--- src/rtl/bmd_pkg.sv ---
package bmd_pkg;
  localparam int ADDR_W       = 32;
  localparam int NUM_BANKS    = 4;
  localparam int ROM_SPAN_LOG = 20;
  localparam logic [ADDR_W-1:0] ROM_BASE = 32'h4000_0000;

  typedef enum logic {
    FLD_START = 1'b0,
    FLD_SIZE  = 1'b1
  } cfg_field_e;
endpackage

--- src/rtl/bmd_bank_regs.sv ---
module bmd_bank_regs #(
  parameter int NB = 4,
  parameter int AW = 32,
  localparam int IW = (NB > 1) ? $clog2(NB) : 1
) (
  input  logic           clk,
  input  logic           rst_n,
  input  logic           wr_en,
  input  logic [IW-1:0]  wr_idx,
  input  logic           wr_field,
  input  logic [AW-1:0]  wr_data,
  output logic [NB*AW-1:0] start_flat,
  output logic [NB*AW-1:0] size_flat
);
  import bmd_pkg::*;

  for (genvar b = 0; b < NB; b++) begin : g_bank
    logic [AW-1:0] start_q, size_q;
    logic          hit_idx;
    assign hit_idx = wr_en && (wr_idx == IW'(b));

    always_ff @(posedge clk or negedge rst_n) begin
      if (!rst_n) begin
        start_q <= '0;
        size_q  <= '0;
      end else if (hit_idx) begin
        if (wr_field == FLD_SIZE) size_q  <= wr_data;
        else                      start_q <= wr_data;
      end
    end

    assign start_flat[b*AW +: AW] = start_q;
    assign size_flat[b*AW +: AW]  = size_q;
  end
endmodule

--- src/rtl/bmd_bank_match.sv ---
module bmd_bank_match #(
  parameter int AW = 32
) (
  input  logic [AW-1:0] addr,
  input  logic [AW-1:0] start,
  input  logic [AW-1:0] size,
  output logic          hit
);
  logic [AW:0] a_ext, lo_ext, hi_ext;

  always_comb begin
    a_ext  = {1'b0, addr};
    lo_ext = {1'b0, start};
    hi_ext = lo_ext + {1'b0, size};
    hit    = (size != '0) && (a_ext >= lo_ext) && (a_ext < hi_ext);
  end
endmodule

--- src/rtl/bmd_overlay_ctl.sv ---
module bmd_overlay_ctl #(
  parameter int AW = 32,
  parameter int ROM_LOG = 20,
  parameter logic [AW-1:0] ROM_BASE = 32'h4000_0000,
  localparam int TW = AW - ROM_LOG
) (
  input  logic          clk,
  input  logic          rst_n,
  input  logic          accept,
  input  logic [AW-1:0] addr,
  output logic          overlay,
  output logic          rom_hit
);
  localparam logic [TW-1:0] BASE_TAG = ROM_BASE[AW-1:ROM_LOG];

  logic [TW-1:0] tag;
  logic          at_base, at_zero, overlay_q;

  assign tag     = addr[AW-1:ROM_LOG];
  assign at_base = (tag == BASE_TAG);
  assign at_zero = (tag == '0);
  assign rom_hit = at_base || (overlay_q && at_zero);
  assign overlay = overlay_q;

  always_ff @(posedge clk or negedge rst_n) begin
    if (!rst_n)                 overlay_q <= 1'b1;
    else if (accept && at_base) overlay_q <= 1'b0;
  end
endmodule

--- src/rtl/boot_map_decoder.sv ---
module boot_map_decoder #(
  parameter int AW = bmd_pkg::ADDR_W,
  parameter int NUM_BANKS = bmd_pkg::NUM_BANKS,
  parameter int ROM_LOG = bmd_pkg::ROM_SPAN_LOG,
  parameter logic [AW-1:0] ROM_BASE = bmd_pkg::ROM_BASE,
  localparam int IW = (NUM_BANKS > 1) ? $clog2(NUM_BANKS) : 1
) (
  input  logic                 clk,
  input  logic                 rst_n,
  input  logic                 req_valid,
  output logic                 req_ready,
  input  logic [AW-1:0]        req_addr,
  input  logic                 req_burst,
  input  logic                 cfg_we,
  input  logic [IW-1:0]        cfg_idx,
  input  logic                 cfg_field,
  input  logic [AW-1:0]        cfg_data,
  output logic                 rsp_valid,
  input  logic                 rsp_ready,
  output logic [NUM_BANKS-1:0] rsp_bank_sel,
  output logic                 rsp_rom_sel,
  output logic                 rsp_ack,
  output logic                 rsp_berr,
  output logic                 rsp_tbi,
  output logic                 rsp_burst_ok,
  output logic                 rsp_cinh
);
  logic [NUM_BANKS*AW-1:0] start_flat, size_flat;
  logic [NUM_BANKS-1:0]    hits, pick;
  logic                    accept, overlay_q, rom_hit;
  logic                    nxt_ack, nxt_ram;

  assign req_ready = !rsp_valid || rsp_ready;
  assign accept    = req_valid && req_ready;

  bmd_bank_regs #(.NB(NUM_BANKS), .AW(AW)) u_regs (
    .clk(clk), .rst_n(rst_n), .wr_en(cfg_we), .wr_idx(cfg_idx),
    .wr_field(cfg_field), .wr_data(cfg_data),
    .start_flat(start_flat), .size_flat(size_flat)
  );

  bmd_overlay_ctl #(.AW(AW), .ROM_LOG(ROM_LOG), .ROM_BASE(ROM_BASE)) u_ovl (
    .clk(clk), .rst_n(rst_n), .accept(accept), .addr(req_addr),
    .overlay(overlay_q), .rom_hit(rom_hit)
  );

  for (genvar b = 0; b < NUM_BANKS; b++) begin : g_match
    bmd_bank_match #(.AW(AW)) u_match (
      .addr(req_addr),
      .start(start_flat[b*AW +: AW]),
      .size(size_flat[b*AW +: AW]),
      .hit(hits[b])
    );
  end

  // Lowest-index bank wins; RAM is shut off under the overlay or on a ROM hit.
  always_comb begin
    logic found;
    found = 1'b0;
    pick  = '0;
    for (int b = 0; b < NUM_BANKS; b++) begin
      if (!found && hits[b] && !overlay_q && !rom_hit) begin
        pick[b] = 1'b1;
        found   = 1'b1;
      end
    end
    nxt_ram = found;
    nxt_ack = found || rom_hit;
  end

  always_ff @(posedge clk or negedge rst_n) begin
    if (!rst_n) begin
      rsp_valid    <= 1'b0;
      rsp_bank_sel <= '0;
      rsp_rom_sel  <= 1'b0;
      rsp_ack      <= 1'b0;
      rsp_berr     <= 1'b0;
      rsp_tbi      <= 1'b0;
      rsp_burst_ok <= 1'b0;
    end else if (accept) begin
      rsp_valid    <= 1'b1;
      rsp_bank_sel <= pick;
      rsp_rom_sel  <= rom_hit;
      rsp_ack      <= nxt_ack;
      rsp_berr     <= !nxt_ack;
      rsp_tbi      <= rom_hit;
      rsp_burst_ok <= nxt_ram && req_burst;
    end else if (rsp_ready) begin
      rsp_valid    <= 1'b0;
    end
  end

  assign rsp_cinh = 1'b0;
endmodule

--- config.mk ---
export PLATFORM = sky130hd
export DESIGN_NAME = boot_map_decoder
export DESIGN_NICKNAME = d
export VERILOG_FILES = /design/src/rtl/bmd_pkg.sv /design/src/rtl/bmd_bank_regs.sv /design/src/rtl/bmd_bank_match.sv /design/src/rtl/bmd_overlay_ctl.sv /design/src/rtl/boot_map_decoder.sv
export SDC_FILE = /design/constraint.sdc
export NUM_CORES = 1
export LEC_CHECK = 0
export ABC_AREA = 1
export BUFFER_PORTS_ARGS = -buffer_cell sky130_fd_sc_hd__buf_2
export CORE_ASPECT_RATIO = 0.8
export CORE_MARGIN = 2
export CORE_UTILIZATION = 60
export CTS_BUF_LIST = sky130_fd_sc_hd__clkbuf_8
export DETAILED_ROUTE_END_ITERATION = 6
export PLACE_DENSITY = 0.87
export SYNTH_ARGS = -nofsm -noshare
export SYNTH_HDL_FRONTEND = slang
export SYNTH_SLANG_ARGS = --single-unit
--- constraint.sdc ---
create_clock -name clk -period 5.3 [get_ports clk]
set_input_delay 0.265 -clock clk [delete_from_list [all_inputs] [get_ports clk]]
set_output_delay 0.265 -clock clk [all_outputs]
set_load 0.02 [all_outputs]
==> results.toml, run 1 <==
[cts]
cts_num_sinks = 266
cts_root_buf = "clkbuf_8"
cts_tree = "built"
cts-resized-gates = 0
cts_buffers = 46
clkTransAtPathRegs_ns = 0.08
h-tree-depth = 2
cts_setup_buffers = 0
clock_latency_ns = 0.62
hold_buffers = 3
clockBufferDepth = 3

[sta]
slew_headroom_pct = 21.2
clock_skew_ns = 0.0402
period_minus_slack_ns = 4.39
fmax_mhz = 228
setup_viol = 0
finalCritPeriodShare_pct = 82.9
fin_setup_tns_ns = 0
slew_violations = 0
final-hold-violation-count = 0
tightest_slew_ns = 1.18
rsz0062_at_grt = "false"

[routing]
antenna_left = 0
vias = 21700
drc_errors = 12
first_pass_iters = 7
via_per_inst = 5.96
wire_per_inst_um = 18.8
dr.first_iter.drc_count = 2172
wl_um = 68300

[worst_setup_path]
critPathArrivalTime_ns = 4.85
worst_setup_path_start_kind = "register"
required_ns = 5.76
cp_max_fo = 3
ff2ff_path_depth = 24
reg2reg_setup_slack_ns = 0.91
crit_end = "rsp_berr$_DFFE_PN0P_"
timing.rr.end = "rsp_berr$_DFFE_PN0P_"
reg2reg_from = "u_regs.g_bank[1].size_q[0]$_DFFE_PN0P_"
worstSetupStartpoint = "u_regs.g_bank[1].size_q[0]$_DFFE_PN0P_"
critPathKind = "register to register"
end_kind = "register"

[final_layout]
antenna_cells = 0
final_common_cell = "nand2_1"
drive_gt1_share_pct = 7.25
layout-area-overhead-vs-synth_pct = 8.27
layout.cells.non_filler = 3633
nets = 3568
n_fill_cell = 3173
mostFrequentLayoutCells = "nand2_1 (702), inv_1 (405), ha_1 (380), o21ai_0 (319), dfrtp_1 (265)"

[grt]
overflow = 0
antenna_found_initial = 0
grt_pass1_vias = 21200
grt_usage_pct = 34.5
grt_max_degree = 104
grt_pass1_wl_um = 108000

[power_and_ir_drop]
powerDensity_nw_per_um2 = 408
leakagePower_nw = 13.1
p_total_mw = 10.0
vdd_drop_max_uv = 227

[logic_synthesis]
synth_edf_count = 0
yosysUniqueCellTypes = 49
syn_avg_cell_area_sq_um = 7.52
async_flop_share_pct = 100
synthFlopType = "dfrtp_1"
ys_ff_latch = 266
syn-cell-area_sq_um = 22700
syn-instance-count = 3025
synth-seq-area-share_pct = 29.3
synth_warnings = 0
synth_fp_nets = 3482

[flow_run]
maxCapViolCount = 0

[floorplan]
coreArea_sq_um = 37200
top_level_ports = 85
start_util_pct = 61.1
die_w_um = 222
fp.dieH_um = 178
dieArea_sq_um = 39500
fp-row-count = 63

[place]
port_buffers = 83
dp_hpwl_um = 53800
placed_cells = 3547
gp_congestion = 0.979

[status]
outcome = "finished, violations left"
violations = "DRC"

[hold_path]
min-delay-start = "cfg_data[0]"
hold_path_class = "input port to register"
-- power by group --
group | total, mW | internal [mW] | leakage [nW] | switching (mW)
Clock | 1.98 | 1.04 | 0.534 | 0.940
Combinational | 5.25 | 2.02 | 9.20 | 3.23
Sequential | 2.81 | 2.42 | 3.34 | 0.391
Total | 10.0 | 5.48 | 13.1 | 4.56
-- cell usage after synthesis, types with 2 or more instances --
cell type	n	area share, %
and3_1	4	0.11
a31oi_1	32	0.88
o211ai_1	10	0.33
nand2_1	706	12
a2111oi_0	5	0.19
a21boi_2	6	0.30
nor3_1	32	0.70
ha_1	380	21
xnor2_1	59	2.3
buf_4	2	0.066
inv_1	394	6.5
a31o_2	2	0.077
a21oi_2	18	0.69
nand4_1	47	1.3
inv_2	2	0.033
o21ai_2	14	0.54
o21bai_1	13	0.43
nor4_1	28	0.77
nand3b_1	4	0.13
a21o_1	16	0.53
a21oi_1	230	5.1
nand3_1	68	1.5
a211oi_1	5	0.17
dfrtp_1	265	29
o21a_1	6	0.20
clkbuf_1	50	0.83
o221ai_1	4	0.15
nand3_2	3	0.13
and2_1	8	0.22
a221oi_1	5	0.19
nor2_2	4	0.11
xor2_1	60	2.3
nor2_1	183	3.0
o21ai_0	319	7.0
a21boi_1	7	0.23
fa_1	4	0.35
nand2_2	8	0.22
o21ai_1	11	0.24
-- state kept, by name, indices dropped and copies added, names as in the netlist --
name	count
u_regs.g_bank.size_q	128
rsp_tbi	1
rsp_burst_ok	1
rsp_berr	1
rsp_bank_sel	4
rsp_ack	1
rsp_valid	1
u_regs.g_bank.start_q	128
u_ovl.overlay	1
-- layout make-up --
class,instances,area (sq um),area share [%]
repair buffers,90,498,2.02
multi-input cells,2311,14400,58.6
clock inverters,25,149,0.605
clock buffers,58,798,3.24
flip-flops and latches,266,6660,27.0
well taps,487,609,2.47
inverters,396,1490,6.04
-- worst min path at each step --
stage,end,slack [ns],cells past startpoint
3_5_place_dp,u_regs.g_bank[3].size_q[5]$_DFFE_PN0P_,0.34,1
2_1_floorplan,rsp_ack$_DFFE_PN0P_,-0.03,0
3_3_place_gp,u_regs.g_bank[3].size_q[6]$_DFFE_PN0P_,0.32,1
6_report,u_regs.g_bank[2].size_q[0]$_DFFE_PN0P_,0.1,3
5_1_grt,u_regs.g_bank[2].start_q[0]$_DFFE_PN0P_,0.11,3
4_1_cts,u_regs.g_bank[2].size_q[0]$_DFFE_PN0P_,0.07,3
-- metal layers --
layer | vias up | wire length, um | global-route usage [%]
li1 | 10400 | - | -
met1 | 10200 | 29700 | 47.2
met2 | 897 | 29900 | 55.0
met3 | 196 | 5810 | 5.09
met4 | 0 | 2920 | 14.7
met5 | - | 0 | 0
-- worst max-delay path, cell delays in order, from the launching register on --
cell      delay [ns]
dfrtp_1         0.41
ha_1            0.24
fa_1            0.40
nand3_1         0.08
nand3_1         0.13
nand2_1         0.11
nand2_2         0.08
a21oi_2         0.19
o21ai_2         0.09
a21oi_2         0.23
o21ai_1         0.13
a21boi_1        0.20
o21ai_0         0.14
xnor2_1         0.15
ha_1            0.29
a21oi_1         0.15
nor2_1          0.05
a211oi_1        0.17
nor2_1          0.07
nor2_1          0.09
nand3_1         0.08
nor2_1          0.38
nand2_2         0.15
nand4_2         0.14
o21ai_1         0.09
-- stage by stage --
stage	setup slack, ns	hold slack, ns	area, sq um	util, %
after floorplan	1.62	-0.0306	22700	-
after global placement	1.13	0.317	23700	63.6
after detailed placement	1.04	0.336	23700	63.6
after CTS	0.966	0.0731	24600	66.2
after global routing	0.491	0.105	24600	66.2
final	0.907	0.0995	24600	66.2
-- logic make-up after synthesis --
kind of cell    share of synthesized area (%)
xor+xnor                                 4.58
compound gates                           17.3
fa+ha+maj                                21.3
other cells                            0.0165
simple gates                             20.1
flops                                    29.3
buf+inv                                  7.43
(Power assumes the default switching activity.)
==> run 2, diff against run 1 <==
==> constraint.sdc (replaced) <==
create_clock -name clk -period 4.19 [get_ports clk]
set_input_delay 0.2095 -clock clk [delete_from_list [all_inputs] [get_ports clk]]
set_output_delay 0.2095 -clock clk [all_outputs]
set_load 0.02 [all_outputs]
==> run 2 against run 1 <==
Effect of this change: the run still ends with DRC left; maximum frequency rose by 7.9%; sequential cell count did not move; global-route usage rose by 0.28 points; clock-buffer cell count did not move; critical path depth rose by 2; critical path type unchanged.
==> results.toml, run 2 (same netlist as run 1, synthesis figures left out) <==
[status]
outcome = "finished, violations left"
violations = "DRC"

[cts]
cts_root_buf = "clkbuf_8"
h-tree-depth = 2
clkTransAtPathRegs_ns = 0.06
cts_num_sinks = 266
clockBufferDepth = 3
clock_latency_ns = 0.64
cts_tree = "built"
cts_buffers = 47

[floorplan]
die_w_um = 222
dieArea_sq_um = 39500
fp.dieH_um = 178
fp-row-count = 63
start_util_pct = 61.1
coreArea_sq_um = 37200
top_level_ports = 85

[sta]
fin_setup_tns_ns = 0
period_minus_slack_ns = 4.07
final-hold-violation-count = 0
slew_violations = 0
tightest_slew_ns = 1.20
setup_viol = 0
slew_headroom_pct = 20.3
fmax_mhz = 246
clock_skew_ns = 0.0292
finalCritPeriodShare_pct = 97.2
rsz0062_at_grt = "true"

[final_layout]
n_fill_cell = 3085
antenna_cells = 0
final_common_cell = "nand2_1"
mostFrequentLayoutCells = "nand2_1 (698), inv_1 (403), ha_1 (375), o21ai_0 (315), dfrtp_1 (265)"
reg_top3 = "u_regs.g_bank.size_q: 128 flops, u_regs.g_bank.start_q: 128 flops, rsp_bank_sel: 4 flops"
fin_util_pct = 67.4
layout-area-overhead-vs-synth_pct = 10.2
drive_gt1_share_pct = 9.08
nets = 3594

[grt]
grt_usage_pct = 34.8
grt_pass1_vias = 21200
grt_max_degree = 100
grt_pass1_wl_um = 109000
overflow = 0
antenna_found_initial = 2

[routing]
antenna_left = 0
via_per_inst = 5.95
vias = 21800
dr.first_iter.drc_count = 1933
drc_errors = 12
wl_um = 69000
first_pass_iters = 7
wire_per_inst_um = 18.9

[place]
dp_hpwl_um = 54000
port_buffers = 83
gp_congestion = 0.963

[worst_setup_path]
end_kind = "register"
cp_max_fo = 3
critPathArrivalTime_ns = 4.61
required_ns = 4.73
ff2ff_path_depth = 26
worst_setup_path_start_kind = "register"
critPathKind = "register to register"

[hold_path]
whs_path_depth = 3
hold_path_class = "input port to register"

[power_and_ir_drop]
powerDensity_nw_per_um2 = 520
vdd_drop_max_uv = 246
leakagePower_nw = 13.2

[flow_run]
maxCapViolCount = 0
[run 2: timing repair]
action,4_1_cts,5_1_grt
pin swaps,0,30
endpoints found under the hold margin,99,0
endpoints found under the setup margin,4,7
gates resized for setup,1,50
setup buffers,0,13
hold buffers,4,0
[run 2: worst max-delay path, stage by stage, from the launching register on]
cell	delay, ns
dfrtp_1	0.39
ha_2	0.21
fa_2	0.36
nand3_1	0.10
nand3_2	0.09
nand2_1	0.09
nand2_2	0.10
a21oi_4	0.17
o21ai_2	0.10
a21oi_2	0.21
o21ai_2	0.10
a21boi_2	0.18
o21ai_1	0.09
xnor2_1	0.24
ha_1	0.30
a21oi_2	0.15
nor2_1	0.05
a211oi_1	0.17
nor2_1	0.08
nor2_1	0.10
nand3_1	0.09
nor2_1	0.10
buf_4	0.15
nand2_2	0.10
nand4_4	0.09
nor2_1	0.05
nor2_1	0.10
[run 2: cell type report]
cell class / instances / area [sq um] / share of cell area (%)
clock inverter: 25 / 171 / 0.684
sequential: 266 / 6660 / 26.6
clock buffer: 58 / 798 / 3.19
inverter: 396 / 1490 / 5.93
timing repair buffer: 115 / 701 / 2.80
tap: 487 / 609 / 2.43
multi-input combinational: 2311 / 14600 / 58.4
[run 2: path summary, 6_finish.rpt]
kind	from	to	slack, ns
hold reg to reg	u_ovl.overlay$_DFFE_PN1P_	u_ovl.overlay$_DFFE_PN1P_	0.47
setup / recovery	u_regs.g_bank[1].size_q[0]$_DFFE_PN0P_	rsp_ack$_DFFE_PN0P_	0.12
min in group asynchronous	rst_n	u_regs.g_bank[3].size_q[7]$_DFFE_PN0P_	0.23
max in group asynchronous	rst_n	u_regs.g_bank[1].start_q[17]$_DFFE_PN0P_	2.96
setup reg to reg	u_regs.g_bank[1].size_q[0]$_DFFE_PN0P_	rsp_ack$_DFFE_PN0P_	0.12
hold / removal	cfg_data[3]	u_regs.g_bank[1].size_q[3]$_DFFE_PN0P_	0.04
[run 2: report_power, final]
part           switching, mW  leakage, nW  internal (mW)
Sequential             0.491         3.34           3.07
Clock                   1.20        0.542           1.37
Combinational           4.21         9.35           2.69
[run 2: through the flow]
stage                     setup WS (ns)  std cells  hold WS (ns)  area (sq um)  total power, mW
after floorplan                   0.508       3025       -0.0861         22700             8.31
after global placement            0.193       3558         0.283         23700             9.80
after detailed placement         0.0538       3558         0.296         23700             10.1
after CTS                       0.00807       3645       0.00288         24800             12.7
after global routing            -0.0970       3658        0.0853         25100             14.1
final                             0.119       3658        0.0428         25100             13.0
[run 2: routing by layer]
metal | wire length (um) | track usage [%] | vias up
met1 | 29300 | 46.6 | 10200
li1 | - | - | 10400
met4 | 2830 | 14.4 | 0
met2 | 30100 | 55.7 | 967
met3 | 6760 | 6.65 | 179
met5 | 0 | 0 | -
